## config.mk

```make
export PLATFORM = sky130hd
export DESIGN_NAME = i2s_tx_ctrl
export DESIGN_NICKNAME = d
export VERILOG_FILES = /design/src/rtl/i2s_tx_pkg.sv /design/src/rtl/i2s_tx_fifo.sv /design/src/rtl/i2s_tx_cfg.sv /design/src/rtl/i2s_tx_serdes.sv /design/src/rtl/i2s_tx_ctrl.sv
export SDC_FILE = /design/constraint.sdc
export NUM_CORES = 1
export LEC_CHECK = 0
export ABC_AREA = 1
export BUFFER_PORTS_ARGS = -buffer_cell sky130_fd_sc_hd__buf_2
export CAP_MARGIN = 0
export CORE_MARGIN = 8
export CORE_UTILIZATION = 50
export DETAILED_ROUTE_END_ITERATION = 8
export GPL_TIMING_DRIVEN = 0
export HOLD_SLACK_MARGIN = 0.1
export PLACE_DENSITY_LB_ADDON = 0.08
export SETUP_SLACK_MARGIN = 0.2
export SYNTH_ARGS = -nofsm -noshare
export SYNTH_HDL_FRONTEND = slang
export SYNTH_SLANG_ARGS = --single-unit
```

## constraint.sdc

```tcl
create_clock -name clk -period 29.1 [get_ports clk]
set_input_delay 1.455 -clock clk [delete_from_list [all_inputs] [get_ports clk]]
set_output_delay 1.455 -clock clk [all_outputs]
set_load 0.1 [all_outputs]
```

## src/rtl/i2s_tx_pkg.sv

```systemverilog
package i2s_tx_pkg;

    typedef enum logic [1:0] {
        FMT_I2S   = 2'd0,
        FMT_LEFT  = 2'd1,
        FMT_RIGHT = 2'd2
    } fmt_e;

    typedef enum logic {
        ST_IDLE = 1'b0,
        ST_RUN  = 1'b1
    } ser_state_e;

    typedef struct packed {
        fmt_e       fmt;
        logic       ws_inv;
        logic [4:0] width;
        logic [9:0] rfs;
        logic [5:0] bfs;
    } cfg_t;

endpackage

```

## src/rtl/i2s_tx_fifo.sv

```systemverilog
module i2s_tx_fifo #(
    parameter int DEPTH = 8,
    parameter int W     = 48,
    localparam int AW   = (DEPTH > 1) ? $clog2(DEPTH) : 1,
    localparam int CW   = $clog2(DEPTH + 1)
) (
    input  logic          clk,
    input  logic          rst_n,
    input  logic          flush,
    input  logic          wr_en,
    input  logic [W-1:0]  wr_data,
    input  logic          pop,
    output logic [W-1:0]  head,
    output logic          empty,
    output logic          full,
    output logic [CW-1:0] count
);
    logic [W-1:0]  mem [DEPTH];
    logic [AW-1:0] wptr, rptr;
    logic          wr_ok, rd_ok;

    assign full  = (count == CW'(DEPTH));
    assign empty = (count == '0);
    assign wr_ok = wr_en && !full && !flush;
    assign rd_ok = pop && !empty && !flush;
    assign head  = mem[rptr];

    always_ff @(posedge clk) begin
        if (wr_ok) mem[wptr] <= wr_data;
    end

    always_ff @(posedge clk or negedge rst_n) begin
        if (!rst_n) begin
            wptr  <= '0;
            rptr  <= '0;
            count <= '0;
        end else if (flush) begin
            wptr  <= '0;
            rptr  <= '0;
            count <= '0;
        end else begin
            if (wr_ok) wptr <= (wptr == AW'(DEPTH - 1)) ? '0 : wptr + 1'b1;
            if (rd_ok) rptr <= (rptr == AW'(DEPTH - 1)) ? '0 : rptr + 1'b1;
            count <= count + CW'(wr_ok) - CW'(rd_ok);
        end
    end
endmodule

```

## src/rtl/i2s_tx_cfg.sv

```systemverilog
module i2s_tx_cfg
    import i2s_tx_pkg::*;
(
    input  logic       clk,
    input  logic       rst_n,
    input  logic       we,
    input  logic [1:0] fmt_in,
    input  logic       inv_in,
    input  logic [4:0] width_in,
    input  logic [9:0] rfs_in,
    input  logic [5:0] bfs_in,
    output cfg_t       cfg,
    output logic       err
);
    logic fmt_ok, width_ok, rfs_ok, bfs_ok;

    always_comb begin
        fmt_ok   = (fmt_in != 2'd3);
        width_ok = (width_in == 5'd8) || (width_in == 5'd16) || (width_in == 5'd24);
        rfs_ok   = (rfs_in == 10'd256) || (rfs_in == 10'd384) ||
                   (rfs_in == 10'd512) || (rfs_in == 10'd768);
        bfs_ok   = (bfs_in == 6'd16) || (bfs_in == 6'd24) ||
                   (bfs_in == 6'd32) || (bfs_in == 6'd48);
    end

    always_ff @(posedge clk or negedge rst_n) begin
        if (!rst_n) begin
            cfg.fmt    <= FMT_I2S;
            cfg.ws_inv <= 1'b0;
            cfg.width  <= 5'd16;
            cfg.rfs    <= 10'd256;
            cfg.bfs    <= 6'd32;
            err        <= 1'b0;
        end else begin
            err <= we && !(fmt_ok && width_ok);
            if (we) begin
                if (fmt_ok)   cfg.fmt <= fmt_e'(fmt_in);
                if (width_ok) cfg.width <= width_in;
                if (bfs_ok)   cfg.bfs <= bfs_in;
                cfg.ws_inv <= inv_in;
                cfg.rfs    <= rfs_ok ? rfs_in : 10'd256;
            end
        end
    end
endmodule

```

## src/rtl/i2s_tx_serdes.sv

```systemverilog
module i2s_tx_serdes
    import i2s_tx_pkg::*;
#(
    parameter int SAMPLE_W = 24,
    localparam int EW      = 2 * SAMPLE_W
) (
    input  logic          clk,
    input  logic          rst_n,
    input  logic          run_ok,
    input  cfg_t          cfg,
    input  logic          fifo_empty,
    input  logic [EW-1:0] fifo_head,
    output logic          pop,
    output logic          bclk,
    output logic          ws,
    output logic          sdata
);
    ser_state_e state_q, state_d;

    logic [9:0]          cnt_q, half, half_m1;
    logic [5:0]          pos_q, pos_n, slot, off, sh_lj, sh_rj;
    logic [EW-1:0]       smp_q, smp_n;
    logic [SAMPLE_W-1:0] chan, lj_vec, rj_vec;
    logic                lj_q, lj_n, rj_n, right_n, fall_evt, new_frame, ws_left;

    always_comb begin
        half      = cfg.rfs / 10'({cfg.bfs, 1'b0});
        half_m1   = half - 10'd1;
        slot      = cfg.bfs >> 1;
        ws_left   = (cfg.fmt != FMT_I2S) ^ cfg.ws_inv;
        fall_evt  = (cnt_q == half_m1) && bclk;
        pos_n     = (pos_q >= cfg.bfs - 6'd1) ? '0 : pos_q + 6'd1;
        new_frame = (pos_n == '0);
        smp_n     = new_frame ? (fifo_empty ? '0 : fifo_head) : smp_q;
        right_n   = (pos_n >= slot);
        off       = right_n ? pos_n - slot : pos_n;
        chan      = right_n ? smp_n[SAMPLE_W-1:0] : smp_n[EW-1:SAMPLE_W];
        sh_lj     = 6'(cfg.width) - 6'd1 - off;
        sh_rj     = slot - 6'd1 - off;
        lj_vec    = chan >> sh_lj;
        rj_vec    = chan >> sh_rj;
        lj_n      = (off < 6'(cfg.width)) ? lj_vec[0] : 1'b0;
        rj_n      = ({1'b0, off} + 7'(cfg.width) >= {1'b0, slot}) ? rj_vec[0] : 1'b0;
    end

    // Transitions: START (IDLE->RUN) on run_ok, STOP (RUN->IDLE) when run_ok drops
    always_comb begin
        state_d = state_q;
        unique case (state_q)
            ST_IDLE: if (run_ok)  state_d = ST_RUN;
            ST_RUN:  if (!run_ok) state_d = ST_IDLE;
        endcase
    end

    always_ff @(posedge clk or negedge rst_n) begin
        if (!rst_n) state_q <= ST_IDLE;
        else        state_q <= state_d;
    end

    assign pop = (state_d == ST_RUN) && fall_evt && new_frame && !fifo_empty;

    always_ff @(posedge clk or negedge rst_n) begin
        if (!rst_n) begin
            cnt_q <= '0;
            bclk  <= 1'b0;
            pos_q <= '0;
            smp_q <= '0;
            lj_q  <= 1'b0;
            sdata <= 1'b0;
            ws    <= 1'b0;
        end else begin
            unique case (state_d)
                ST_IDLE: begin
                    cnt_q <= '0;
                    bclk  <= 1'b0;
                    pos_q <= cfg.bfs - 6'd1;
                    smp_q <= '0;
                    lj_q  <= 1'b0;
                    sdata <= 1'b0;
                    ws    <= ~ws_left;
                end
                ST_RUN: begin
                    if (cnt_q >= half_m1) begin
                        cnt_q <= '0;
                        bclk  <= ~bclk;
                        if (fall_evt) begin
                            pos_q <= pos_n;
                            smp_q <= smp_n;
                            lj_q  <= lj_n;
                            ws    <= right_n ? ~ws_left : ws_left;
                            unique case (cfg.fmt)
                                FMT_I2S:   sdata <= lj_q;
                                FMT_LEFT:  sdata <= lj_n;
                                FMT_RIGHT: sdata <= rj_n;
                                default:   sdata <= 1'b0;
                            endcase
                        end
                    end else begin
                        cnt_q <= cnt_q + 10'd1;
                    end
                end
            endcase
        end
    end
endmodule

```

## src/rtl/i2s_tx_ctrl.sv

```systemverilog
module i2s_tx_ctrl
    import i2s_tx_pkg::*;
#(
    parameter int DEPTH    = 8,
    parameter int SAMPLE_W = 24,
    localparam int CNT_W   = $clog2(DEPTH + 1),
    localparam int EW      = 2 * SAMPLE_W
) (
    input  logic             clk,
    input  logic             rst_n,
    input  logic             cfg_we,
    input  logic [1:0]       cfg_fmt,
    input  logic             cfg_ws_inv,
    input  logic [4:0]       cfg_width,
    input  logic [9:0]       cfg_rfs,
    input  logic [5:0]       cfg_bfs,
    output logic             cfg_err,
    input  logic             tx_active,
    input  logic             tx_pause,
    input  logic             fifo_flush,
    input  logic             wr_en,
    input  logic [EW-1:0]    wr_data,
    output logic             fifo_full,
    output logic [CNT_W-1:0] fifo_count,
    output logic             bclk,
    output logic             ws,
    output logic             sdata
);
    cfg_t          cfg;
    logic          pop, empty;
    logic [EW-1:0] head;

    i2s_tx_cfg u_cfg (
        .clk(clk), .rst_n(rst_n), .we(cfg_we), .fmt_in(cfg_fmt), .inv_in(cfg_ws_inv),
        .width_in(cfg_width), .rfs_in(cfg_rfs), .bfs_in(cfg_bfs), .cfg(cfg), .err(cfg_err)
    );

    i2s_tx_fifo #(.DEPTH(DEPTH), .W(EW)) u_fifo (
        .clk(clk), .rst_n(rst_n), .flush(fifo_flush), .wr_en(wr_en), .wr_data(wr_data),
        .pop(pop), .head(head), .empty(empty), .full(fifo_full), .count(fifo_count)
    );

    i2s_tx_serdes #(.SAMPLE_W(SAMPLE_W)) u_ser (
        .clk(clk), .rst_n(rst_n), .run_ok(tx_active && !tx_pause), .cfg(cfg),
        .fifo_empty(empty), .fifo_head(head), .pop(pop), .bclk(bclk), .ws(ws), .sdata(sdata)
    );
endmodule

```

Yosys cells after proc, flatten, opt, wreduce, memory -nomap -nowiden
Memories as Yosys holds them, arrays and structs flattened.
Index checks and enable logic that the tools add are counted.

operators by class
  add/subtract/negate cells = 14
  divide/modulo/power cells = 1
  order comparisons = 5
  eq/ne operators = 20
  shift-type cells = 2
  multiplexer cells = 39
  bitwise gates (word level) = 4
  reduce and logical (&&, ||, !) cells = 34

operators with widths
  cell                     number
  $mux W48                 4
  $pmux W48 S2             1
  $shr A24 B6 Y1           2
  $mux W24                 1
  $mux W6                  4
  $eq A10 B10 Y1 const B   2
  $eq A10 B9 Y1 const B    2
  $mux W10                 2
  $pmux W10 S2             1
  $mux W3                  6
  $mux W1                  13
  $eq A6 B5 Y1 const B     2
  $eq A6 B6 Y1 const B     2
  $pmux W6 S2              1
  $sub A5 B1 Y6 const B    2
  $sub A6 B6 Y6            2
  $logic_and A1 B1 Y1      11
  $add A10 B1 Y10 const B  1
  $div A10 B7 Y10          1
  $eq A10 B10 Y1           1
  $eq A5 B5 Y1 const B     2
  $ge A10 B10 Y1           1
  $sub A10 B1 Y10 const B  1
  $logic_or A1 B1 Y1       8
  28 further kinds         46

storage, ports and cells
  register bits = 103
  bits in writable memories = 384
  bits of input ports = 79
  memories kept = 1

memory list
  memory      words  bits a word  read ports  clocked after memory_dff  wr ports  line               text
  u_fifo.mem  8      48           1           0                         1         i2s_tx_fifo.sv:18  logic [W-1:0] mem [DEPTH];

Longest topological paths before layout
  depth in word-level cells = 12
  gate-level depth with buffers = 114
  depth with buffers taken out = 110

Cells and area by module
A second synthesis with hierarchy kept.

unflattened totals
  cell total of the unflattened synthesis = 3106
  area, all modules = 26690.6 µm²

modules (own cells, without submodules)
  module         instances  cells an instance  area an instance (µm²)  sequential area each (µm²)
  i2s_tx_fifo    1          1751               17515.5                 11781.3
  i2s_tx_serdes  1          1230               8102.8                  1701.6
  i2s_tx_cfg     1          123                1062.3                  629.4
  i2s_tx_ctrl    1          2                  10.0                    0.0

Worst setup path before layout
Ideal clock, no wire load.

  path kind = reg-to-reg
  start = register, netlist name u_cfg.cfg[0]
  end = register u_fifo.count[1]
  setup time = 0.113 ns
  data arrival time = 13.997 ns
  required time = 28.987 ns
  setup slack = 14.989 ns
  cell stages (with the launch flop) = 110
  buffers on the path = 4
  cell sequence = dfrtp_1 > inv_1 > ha_1 > o21ai_2 > nand2_1 > nand2_1 > inv_1 > ha_1 > o21ai_0 > nand2_1 > nand2_1 > nand2_1 > o21ai_1 > ha_1 > o21ai_1 > nand2_1 > nand2_1 > a21oi_4 > [... 74 more ...] > inv_1 > nand3_1 > xnor2_1 > ha_1 > nand2_1 > nor2_1 > nand4_1 > nor2_1 > nand2_1 > nor2_1 > inv_2 > nor3_1 > ha_1 > inv_1 > ha_1 > fa_1 > inv_1 > nor2_1

on the way
  word-level cells in the longest chain between the ends = 11

ends and longest elaborated chain
  item                                 line                 text
  $div A10 B7 Y10                      i2s_tx_serdes.sv:27  half = cfg.rfs / 10'({cfg.bfs, 1'b0});
  $sub A10 B1 Y10                      i2s_tx_serdes.sv:28  half_m1 = half - 10'd1;
  $eq A10 B10 Y1                       i2s_tx_serdes.sv:31  fall_evt = (cnt_q == half_m1) && bclk;
  $logic_and A1 B1 Y1                  i2s_tx_serdes.sv:31
  $logic_and A1 B1 Y1                  i2s_tx_serdes.sv:60  assign pop = (state_d == ST_RUN) && fall_evt && new_frame && !fifo_empty;
  $logic_and A1 B1 Y1 * (2 in series)  i2s_tx_serdes.sv:60
  $logic_and A1 B1 Y1 * (2 in series)  i2s_tx_fifo.sv:25    assign rd_ok = pop && !empty && !flush;
  $sub A4 B1 Y4 *                      i2s_tx_fifo.sv:44    count <= count + CW'(wr_ok) - CW'(rd_ok);
  $mux W4 *                            i2s_tx_fifo.sv:37    end else if (flush) begin
  end signal: assignment               i2s_tx_fifo.sv:44
  end: declaration                     i2s_tx_fifo.sv:16    output logic [CW-1:0] count

Mark *: on every way between the ends. The rest lies on a longest branch, timed or not.
A chain may end at the register's enable or synchronous reset.

Worst setup path after layout
  start = register, netlist name u_cfg.cfg[0]
  end = register u_fifo.count[2]

on the way
  word-level cells in the longest chain between the ends = 11

ends and longest elaborated chain
  item                                 line
  $div A10 B7 Y10                      i2s_tx_serdes.sv:27
  $sub A10 B1 Y10                      i2s_tx_serdes.sv:28
  $eq A10 B10 Y1                       i2s_tx_serdes.sv:31
  $logic_and A1 B1 Y1                  i2s_tx_serdes.sv:31
  $logic_and A1 B1 Y1                  i2s_tx_serdes.sv:60
  $logic_and A1 B1 Y1 * (2 in series)  i2s_tx_serdes.sv:60
  $logic_and A1 B1 Y1 * (2 in series)  i2s_tx_fifo.sv:25
  $sub A4 B1 Y4 *                      i2s_tx_fifo.sv:44
  $mux W4 *                            i2s_tx_fifo.sv:37

Marked as above.

==> metrics.md <==
| Metric | Value |
|---|---|
| Status | finished clean |
| IO Count | 88 |
| Min-delay worst type | reg -> reg |
| Die span in x | around 240 µm |
| Most frequent cells in the layout | edfxtp_1, nand2_1, nor2_1 |
| Starting Density | 0.506 |
| EDFF count, synth | ~380 |
| Period utilization | 0.588 |
| Number of synthesized register bits | about 490 |
| WHS Endpoint | u_ser.sdata |
| Initial antenna violation count | 2 |
| Unrepaired setup endpoints after global routing | no |
| CP peak stage delay | between 400 and 500 ps |
| Drt pass-1 iters | 6 |
| Sequential share of the synthesized area | 0.586 |
| Worst-Margin Slew | approximately 1000 ps |
| Unique masters post-synth | 58 |
| FP Rows | 80 |
| Synthesized instance count | ~2,400 |
| FF-to-FF Start | u_cfg.cfg[0] |
| Ys async rst share | 0.211 |
| Type of origin of the critical path | register |
| Postcts setup bufs | 0 |
| Post-Route WL | a little over 70,000 µm |
| CTS Hold Bufs | 0 |
| Final hold viol count | 0 |
| Worst Skew | 34.9 ps |
| Critical path's top delay family | simple AND/OR/NAND/NOR gates |
| Max Root-Sink Buffers | 3 |
| Post-CTS sizing | 0 |
| Syn. warnings | 0 |
| Worst endpoint required time | 29,590 ps |
| First-pass GRT wire length | 108,000 µm |
| TritonCTS Buffers | 52 |
| Final antenna-violating net count | 0 |
| Vias in the first global route | between 15,000 and 20,000 |
| Die H | between 200 and 250 µm |
| CORE AREA | between 0.04 and 0.05 mm² |
| Worst hold path cell count | 2 |
| Hold Path Origin | u_ser.sdata |
| Slew headroom | 0.345 |
| Die area | about 0.055 mm² |
| Worst reg-to-reg path cell count | between 100 and 150 |
| Mapped Nets | between 2,000 and 3,000 |
| Filler cells | about 4,100 |
| CTS H-tree lvls | 2 |
| Crit Path Max Fanout | 14 |
| Syn_area_per_cell | about 10 µm² |
| Worst reg2reg endpoint | u_fifo.count[2] |
| DP Wirelength | 48,800 µm |
| Max frequency | around 58 MHz |
| Minimum clock period | 17,100 ps |
| Max cap viols | 0 |
| Worst Setup End Kind | register |
| CTS tree | done |
| Layout area overhead | 13.9% |
| FF-to-FF setup slack | ~12,000 ps |
| Design area | between 0.02 and 0.03 mm² |
| Vias post-DR | between 15,000 and 20,000 |
| Arr. time, crit path | about 18,000 ps |
| Most frequent CP cell | nand2_1 |
| Layout cell share with drive strength beyond 1 | 0.106 |
| IO Port Bufs | 87 |
| NumNets Final | approximately 2,700 |
| GR Overflow Total | 0 |
| Root Buffer | clkbuf_16 |
| Drt drc | 0 |
| Final Slew Violations | 0 |
| Buf/Inv on CP | 20 |
| Avg WL per Cell | between 20 and 25 µm |
| Critical path's slowest cell | nor3_1 |
| DRT iter0 DRCs | 1,838 |
| GRT Util Overall | 0.249 |
| Main synth FF type | edfxtp_1 |
| Vias/cell | slightly below 6 |
| Clock Sinks | between 400 and 500 |
| Final GP Congestion | between 0.9 and 1 |
| Worst-path clk slew | 60 ps |
| Synthesized area | approximately 0.024 mm² |
| Most common cell after layout, fill and taps aside | edfxtp_1 |
| Area post-placement | between 0.02 and 0.03 mm² |
| Worst skew pair latency | roughly 620 ps |
| Final setup fails | 0 |
| Largest net degree at the start of global routing | 56 |
| Setup TNS | 0 ps |
| Crit Path Category | reg -> reg |
tightest hold or removal path: cells and delay by family (launching register included):
kind	cells	cell delay [ps]
DFF	1	340
and+or+nand+nor	2	100
kinds of logic (layout without fill, tap and decap cells):
group | after synthesis | count (layout) | share of synthesized area
AO/OA/AOI/OAI | 504 | 504 | 0.124
XOR/XNOR | 44 | 44 | 0.0160
adder cells (fa/ha/maj) | 107 | 107 | 0.0571
buffers and inverters | 273 | 474 | 0.0461
flip-flops | 487 | 487 | 0.586
multiplexers | 1 | 1 | 0.000467
other | 0 | 1 | 0
AND/OR/NAND/NOR | 984 | 984 | 0.171
metal layers:
layer  global-route usage  up-vias  routed length [µm]  part of all wire
met1                0.330     9102               29600              0.42
li1                     -     8735                   -                 -
met2                0.415      729               33600              0.48
met5                    0        -                   8           0.00011
met4               0.0814        2                2230             0.032
met3               0.0398      139                4980             0.071
through the flow:
stage                     worst slack [ps]  hold slack [ps]  utilization  std cells
after floorplan                      14990              450            -       2400
after global placement               12360              458        0.531       3102
after detailed placement             12140              465        0.540       3119
after CTS                            12040              479        0.576       3216
after global routing                 10230              486        0.576       3217
final                                12000              477        0.576       3217
final cells by class:
| class | count | area [µm²] | area share |
|---|---|---|---|
| timing repair buffer | 104 | 808 | 0.0295 |
| multi-input combinational | 1640 | 8930 | 0.325 |
| clock buffer | 72 | 1460 | 0.0531 |
| clock inverter | 25 | 251 | 0.00916 |
| tap | 615 | 769 | 0.0280 |
| buffer | 121 | 539 | 0.0197 |
| sequential | 487 | 14100 | 0.514 |
| inverter | 152 | 572 | 0.0208 |
| antenna | 1 | 2.50 | 0.0000912 |
worst max-delay path by stage:
stage / start / endpoint / slack, ps / depth (start not counted)
after global routing: u_cfg.cfg[0] / u_fifo.count[2] / 10230 / 110
after floorplan: u_cfg.cfg[0] / u_fifo.count[1] / 14990 / 109
final: u_cfg.cfg[0] / u_fifo.count[2] / 12000 / 109
after global placement: u_cfg.cfg[0] / u_fifo.count[2] / 12360 / 108
after detailed placement: u_cfg.cfg[0] / u_fifo.count[2] / 12140 / 108
after CTS: u_cfg.cfg[0] / u_fifo.count[2] / 12040 / 108
state kept, by name, indices dropped and copies added, names as in the netlist:
| name | count |
|---|---|
| u_ser.ws | 1 |
| u_ser.lj_q | 1 |
| u_ser.pos_q | 6 |
| u_fifo.count | 4 |
| u_fifo.wptr | 3 |
| u_ser.bclk | 1 |
| u_ser.cnt_q | 10 |
| u_ser.smp_q | 48 |
| u_fifo.rptr | 3 |
| u_cfg.cfg | 24 |
| u_fifo.mem | 384 |
| u_ser.sdata | 1 |
| u_cfg.err | 1 |
synth_stat cells (43+ instances only):
cell      instances  area, µm²
o21ai_0         238       1190
dfrtp_1         100       2500
inv_1           144        541
buf_2            43        215
clkbuf_1         65        244
a21o_1           48        360
a21oi_1          73        365
nand2_1         365       1370
edfxtp_1        384      11500
o22ai_1          57        357
nor2_1          369       1390
ha_1            102       1280
nand3_1         185        926
Power is not shown: default switching activity piles up to over one toggle a cycle in this logic, so the estimate is an artifact.
